## src/rtl/wdt_stretch.sv

```systemverilog
module wdt_stretch #(
  parameter int BASE_SHIFT = 11,
  parameter int NUM_TAPS   = 10,
  parameter int HOLD_TICKS = 64
) (
  input  logic       clk,
  input  logic       rst_n,
  input  logic       tick,
  input  logic       wd_en,
  input  logic       kick,
  input  logic [3:0] per_sel,
  output logic       timeout_pulse,
  output logic       rst_hold
);
  localparam int CNT_W  = BASE_SHIFT + NUM_TAPS;
  localparam int HOLD_W = (HOLD_TICKS > 1) ? $clog2(HOLD_TICKS) : 1;
  localparam logic [3:0] MAX_SEL = 4'(NUM_TAPS - 1);
  localparam logic [7:0] BASE8 = 8'(BASE_SHIFT);
  localparam logic [HOLD_W-1:0] HOLD_LAST = HOLD_W'(HOLD_TICKS - 1);
  localparam logic [CNT_W-1:0] ONE = CNT_W'(1);

  logic [CNT_W-1:0]  cnt;
  logic [CNT_W-1:0]  limit;
  logic [3:0]        eff_sel;
  logic [7:0]        shamt;
  logic [HOLD_W-1:0] hold_cnt;
  logic              running, busy, expire;

  assign eff_sel = (per_sel > MAX_SEL) ? MAX_SEL : per_sel;
  assign shamt   = BASE8 + {4'd0, eff_sel};
  assign limit   = (ONE << shamt) - ONE;
  assign busy    = timeout_pulse | running;
  assign expire  = wd_en & tick & ~kick & ~busy & (cnt >= limit);
  assign rst_hold = busy;

  always_ff @(posedge clk or negedge rst_n) begin
    if (!rst_n) begin
      cnt <= '0;
    end else if (!wd_en || kick || busy || expire) begin
      cnt <= '0;
    end else if (tick) begin
      cnt <= cnt + ONE;
    end
  end

  always_ff @(posedge clk or negedge rst_n) begin
    if (!rst_n) timeout_pulse <= 1'b0;
    else        timeout_pulse <= expire;
  end

  always_ff @(posedge clk or negedge rst_n) begin
    if (!rst_n) begin
      running  <= 1'b0;
      hold_cnt <= '0;
    end else if (timeout_pulse) begin
      running  <= 1'b1;
      hold_cnt <= '0;
    end else if (running && tick) begin
      if (hold_cnt == HOLD_LAST) running <= 1'b0;
      else                       hold_cnt <= hold_cnt + 1'b1;
    end
  end
endmodule

```

## config.mk

```make
export PLATFORM = sky130hd
export DESIGN_NAME = wdt_stretch
export DESIGN_NICKNAME = d
export VERILOG_FILES = /design/src/rtl/wdt_stretch.sv
export SDC_FILE = /design/constraint.sdc
export NUM_CORES = 1
export LEC_CHECK = 0
export CAP_MARGIN = 20
export CORE_ASPECT_RATIO = 1.5
export CORE_MARGIN = 8
export CORE_UTILIZATION = 48
export CTS_CLUSTER_DIAMETER = 30
export DETAILED_ROUTE_END_ITERATION = 16
export GPL_ROUTABILITY_DRIVEN = 0
export GPL_TIMING_DRIVEN = 0
export PLACE_DENSITY = 0.67
export RECOVER_POWER = 100
export SYNTH_ARGS = -nofsm -noshare
export SYNTH_HDL_FRONTEND = slang
export SYNTH_SLANG_ARGS = --single-unit
```

## constraint.sdc

```tcl
create_clock -name clk -period 2.8 [get_ports clk]
set_input_delay 0.84 -clock clk [delete_from_list [all_inputs] [get_ports clk]]
set_output_delay 0.84 -clock clk [all_outputs]
set_load 0.03 [all_outputs]
```

==> flow_summary.json <==
{
  "cts_inserted_buffers": 5,
  "vias_per_cell": 5.43,
  "relSlewSlack": 0.289,
  "synth_edf_count": 0,
  "dp_hpwl_um": 3830,
  "outcome": "complete, but fails checks",
  "n_fill_cell": 441,
  "hold_viol": 0,
  "cts.sinks": 29,
  "route.detailed.drc": 0,
  "clockBufferDepth": 2,
  "netlist_area_mm2": 0.00236,
  "cts_tree": "done",
  "finalSetupViolCount": 22,
  "fp-row-count": 31,
  "ios": 11,
  "async_reset_ff_frac": 1.00,
  "synth_warnings": 0,
  "final_util": 0.629,
  "die_h_um": 102,
  "diodes": 0,
  "port_buffers": 9,
  "wl_met3_um": 115,
  "p_per_area_mw_per_mm2": 309,
  "wl_met2_um": 2900,
  "setup.worst_path.class": "in -> reg",
  "drt_iter0_markers": 53,
  "multi_input_area_mm2": 0.00174,
  "grt_pass1_wl_um": 8780,
  "first_pass_iters": 4,
  "grt_max_degree": 21,
  "initial_utilization": 0.494,
  "arrival_ps": 3970,
  "vias": 2091,
  "finalCritPeriodShare": 1.36,
  "drive_gt1_frac": 0.245,
  "synth_seq_cells": 29,
  "hp-class": "reg -> reg",
  "synth_top_area_cell": "dfrtp_1",
  "antenna_found_initial": 0,
  "top_layer": "met4",
  "max_freq_mhz": 262,
  "finalWorstSetupSlack_ps": -1010,
  "cp.required_ps": 2950,
  "cap_violations": 0,
  "die_area_mm2": 0.00745,
  "rsz0062_at_grt": "yes",
  "holdWs_ps": 559,
  "regArea_um2": 726,
  "cts_root_buf": "clkbuf_8",
  "synth_cells": 281,
  "min_period_ps": 3810,
  "final_area_mm2": 0.00300,
  "dpl_cell_area_mm2": 0.00261,
  "synth_cell_types": 47,
  "htree_levels": 2,
  "holdBufCountCts": 0,
  "fin_worst_skew_ps": 3.97,
  "violations": "setup timing",
  "fin_nets": 353,
  "wirelength_um": 5420,
  "wl_met1_um": 2300,
  "slew_viol_final": 0,
  "grt.overflow.total": 0,
  "yosys_most_used_dff": "dfrtp_1",
  "yosysSeqAreaShare": 0.308,
  "postRouteAntennaNets": 0,
  "clk_pin_slew_worst_paths_ps": 60,
  "critPathLaunchType": "primary input",
  "syn_avg_cell_area_um2": 8.38,
  "synth_area_leaders": "dfrtp_1 31%, ha_1 14%, nor2_1 6.1%",
  "clock_latency_ps": 270,
  "endpoint_kind": "flop",
  "pre_cts_ws_ps": -2150,
  "grt_use_total": 0.148,
  "worst_pin_slew_ps": 1070,
  "coreArea_mm2": 0.00477,
  "synth.top_cell.area_share": 0.308,
  "fp.dieW_um": 73.2,
  "first_global_vias": 2036,
  "ir_drop_mv": 0.404,
  "worstPathMaxFanout": 5,
  "wl_per_cell_um": 14.1,
  "power.leakage_nw": 1.35,
  "synthToLayoutAreaGrowth_pct": 27.3
}
-- layer usage --
layer / vias up / global-route usage
met5: - / 0
met4: 0 / 0.0619
met3: 8 / 0.0198
met2: 30 / 0.268
met1: 989 / 0.166
li1: 1064 / -
-- final timing paths --
kind / start / to / slack [ps] / cells past startpoint
worst max register to register: cnt[2]$_DFFE_PN0P_ / cnt[6]$_DFFE_PN0P_ / 470 / 9
worst max-delay path: per_sel[1] / cnt[11]$_DFFE_PN0P_ / -1010 / 21
min in group asynchronous: rst_n / cnt[20]$_DFFE_PN0P_ / 950 / 1
max in group asynchronous: rst_n / hold_cnt[2]$_DFFE_PN0P_ / 520 / 2
worst min register to register: hold_cnt[3]$_DFFE_PN0P_ / hold_cnt[3]$_DFFE_PN0P_ / 560 / 2
worst min-delay path: hold_cnt[3]$_DFFE_PN0P_ / hold_cnt[3]$_DFFE_PN0P_ / 560 / 2
-- cells in the mapped netlist, types with 2 or more instances --
cell type  instances
a21o_1             3
a21oi_1           19
a31oi_1            6
and3_1             8
and4_1             2
buf_2              3
clkbuf_1           8
conb_1             2
dfrtp_1           29
ha_1              26
inv_1              8
mux2_2             2
nand2_1           25
nand3_1           14
nand4_1            6
nor2_1            38
nor2b_1            6
nor3_1             9
nor4_1             3
o211ai_1           3
o21a_1             4
o21ai_0            8
or2_2              2
or3_1              2
xnor2_1            8
xor2_1            16
-- sequential cells by signal (all words and copies together), names as in the netlist --
signal / cells
timeout_pulse: 1
cnt: 21
hold_cnt: 6
running: 1
-- what timing repair did --
action                     4_1_cts  5_1_grt
gates cloned                     0        1
pin swaps                       16       19
gates resized for setup         31       43
setup endpoints to repair       22       22
buffers inserted                14        2
-- kinds of logic (layout without fill, tap and decap cells) --
| family | Yosys count | count (layout) | synth area share |
|---|---|---|---|
| fa+ha+maj | 26 | 26 | 0.138 |
| other cells | 2 | 6 | 0.00319 |
| mux | 2 | 2 | 0.00956 |
| xor+xnor | 24 | 24 | 0.0892 |
| flops | 29 | 29 | 0.308 |
| simple gates | 121 | 121 | 0.250 |
| buf+inv | 21 | 55 | 0.0382 |
| compound gates | 56 | 56 | 0.164 |
-- cell usage in the layout (no fill, tap or decap), drive strengths merged, types with 2 or more instances in the layout --
cell type | netlist | routed
mux2 | 2 | 2
xor2 | 16 | 16
a21o | 3 | 3
a21oi | 19 | 19
o21a | 4 | 4
inv | 8 | 8
xnor2 | 8 | 8
nor3 | 9 | 9
a211oi | 2 | 2
clkdlybuf4s50 | 0 | 2
nand2 | 25 | 25
nor2b | 6 | 6
conb | 2 | 6
and3 | 8 | 8
o211ai | 3 | 3
clkbuf | 8 | 16
nor2 | 38 | 38
nand3 | 14 | 14
or3 | 2 | 2
dfrtp | 29 | 29
buf | 4 | 24
or2 | 2 | 2
o21ai | 9 | 9
dlygate4sd3 | 0 | 4
ha | 26 | 26
a31oi | 6 | 6
nand4 | 6 | 6
and4 | 2 | 2
nor4 | 3 | 3
-- layout make-up --
cell class / count / area share
multi-input combinational: 235 / 0.579
inverter: 9 / 0.0113
clock buffer: 8 / 0.0267
tap: 66 / 0.0275
buffer: 11 / 0.0346
timing repair buffer: 27 / 0.0788
sequential: 29 / 0.242
-- critical path: stages --
cell and delay (ps):
buf_6 90, or2_4 250, a21oi_4 150, ha_4 230, buf_8 130, a21oi_2 130
nor2_1 60, a21oi_2 110, o21ai_2 100, buf_4 140, o21a_1 190, ha_4 270
and4_4 230, nand3_2 90, o211ai_1 170, buf_4 150, a211oi_4 50, buf_6 140
o21bai_4 210, buf_8 180, nor2_4 30
-- where the power goes --
part	total, mW	internal [mW]	switching (mW)
logic	0.185	0.0829	0.102
registers	0.421	0.420	0.00108
clock network	0.320	0.176	0.144
total	0.926	0.679	0.247
-- through the flow --
stage / power, mW / instances / setup TNS [ps]
finish: 0.926 / 385 / -20990
global route: 0.974 / 385 / -24520
CTS: 0.917 / 382 / -20390
detailed placement: 0.577 / 361 / -44890
global placement: 0.570 / 360 / -44160
floorplan: 0.531 / 285 / -23870
Note: power is estimated with default switching activity, not from simulation.
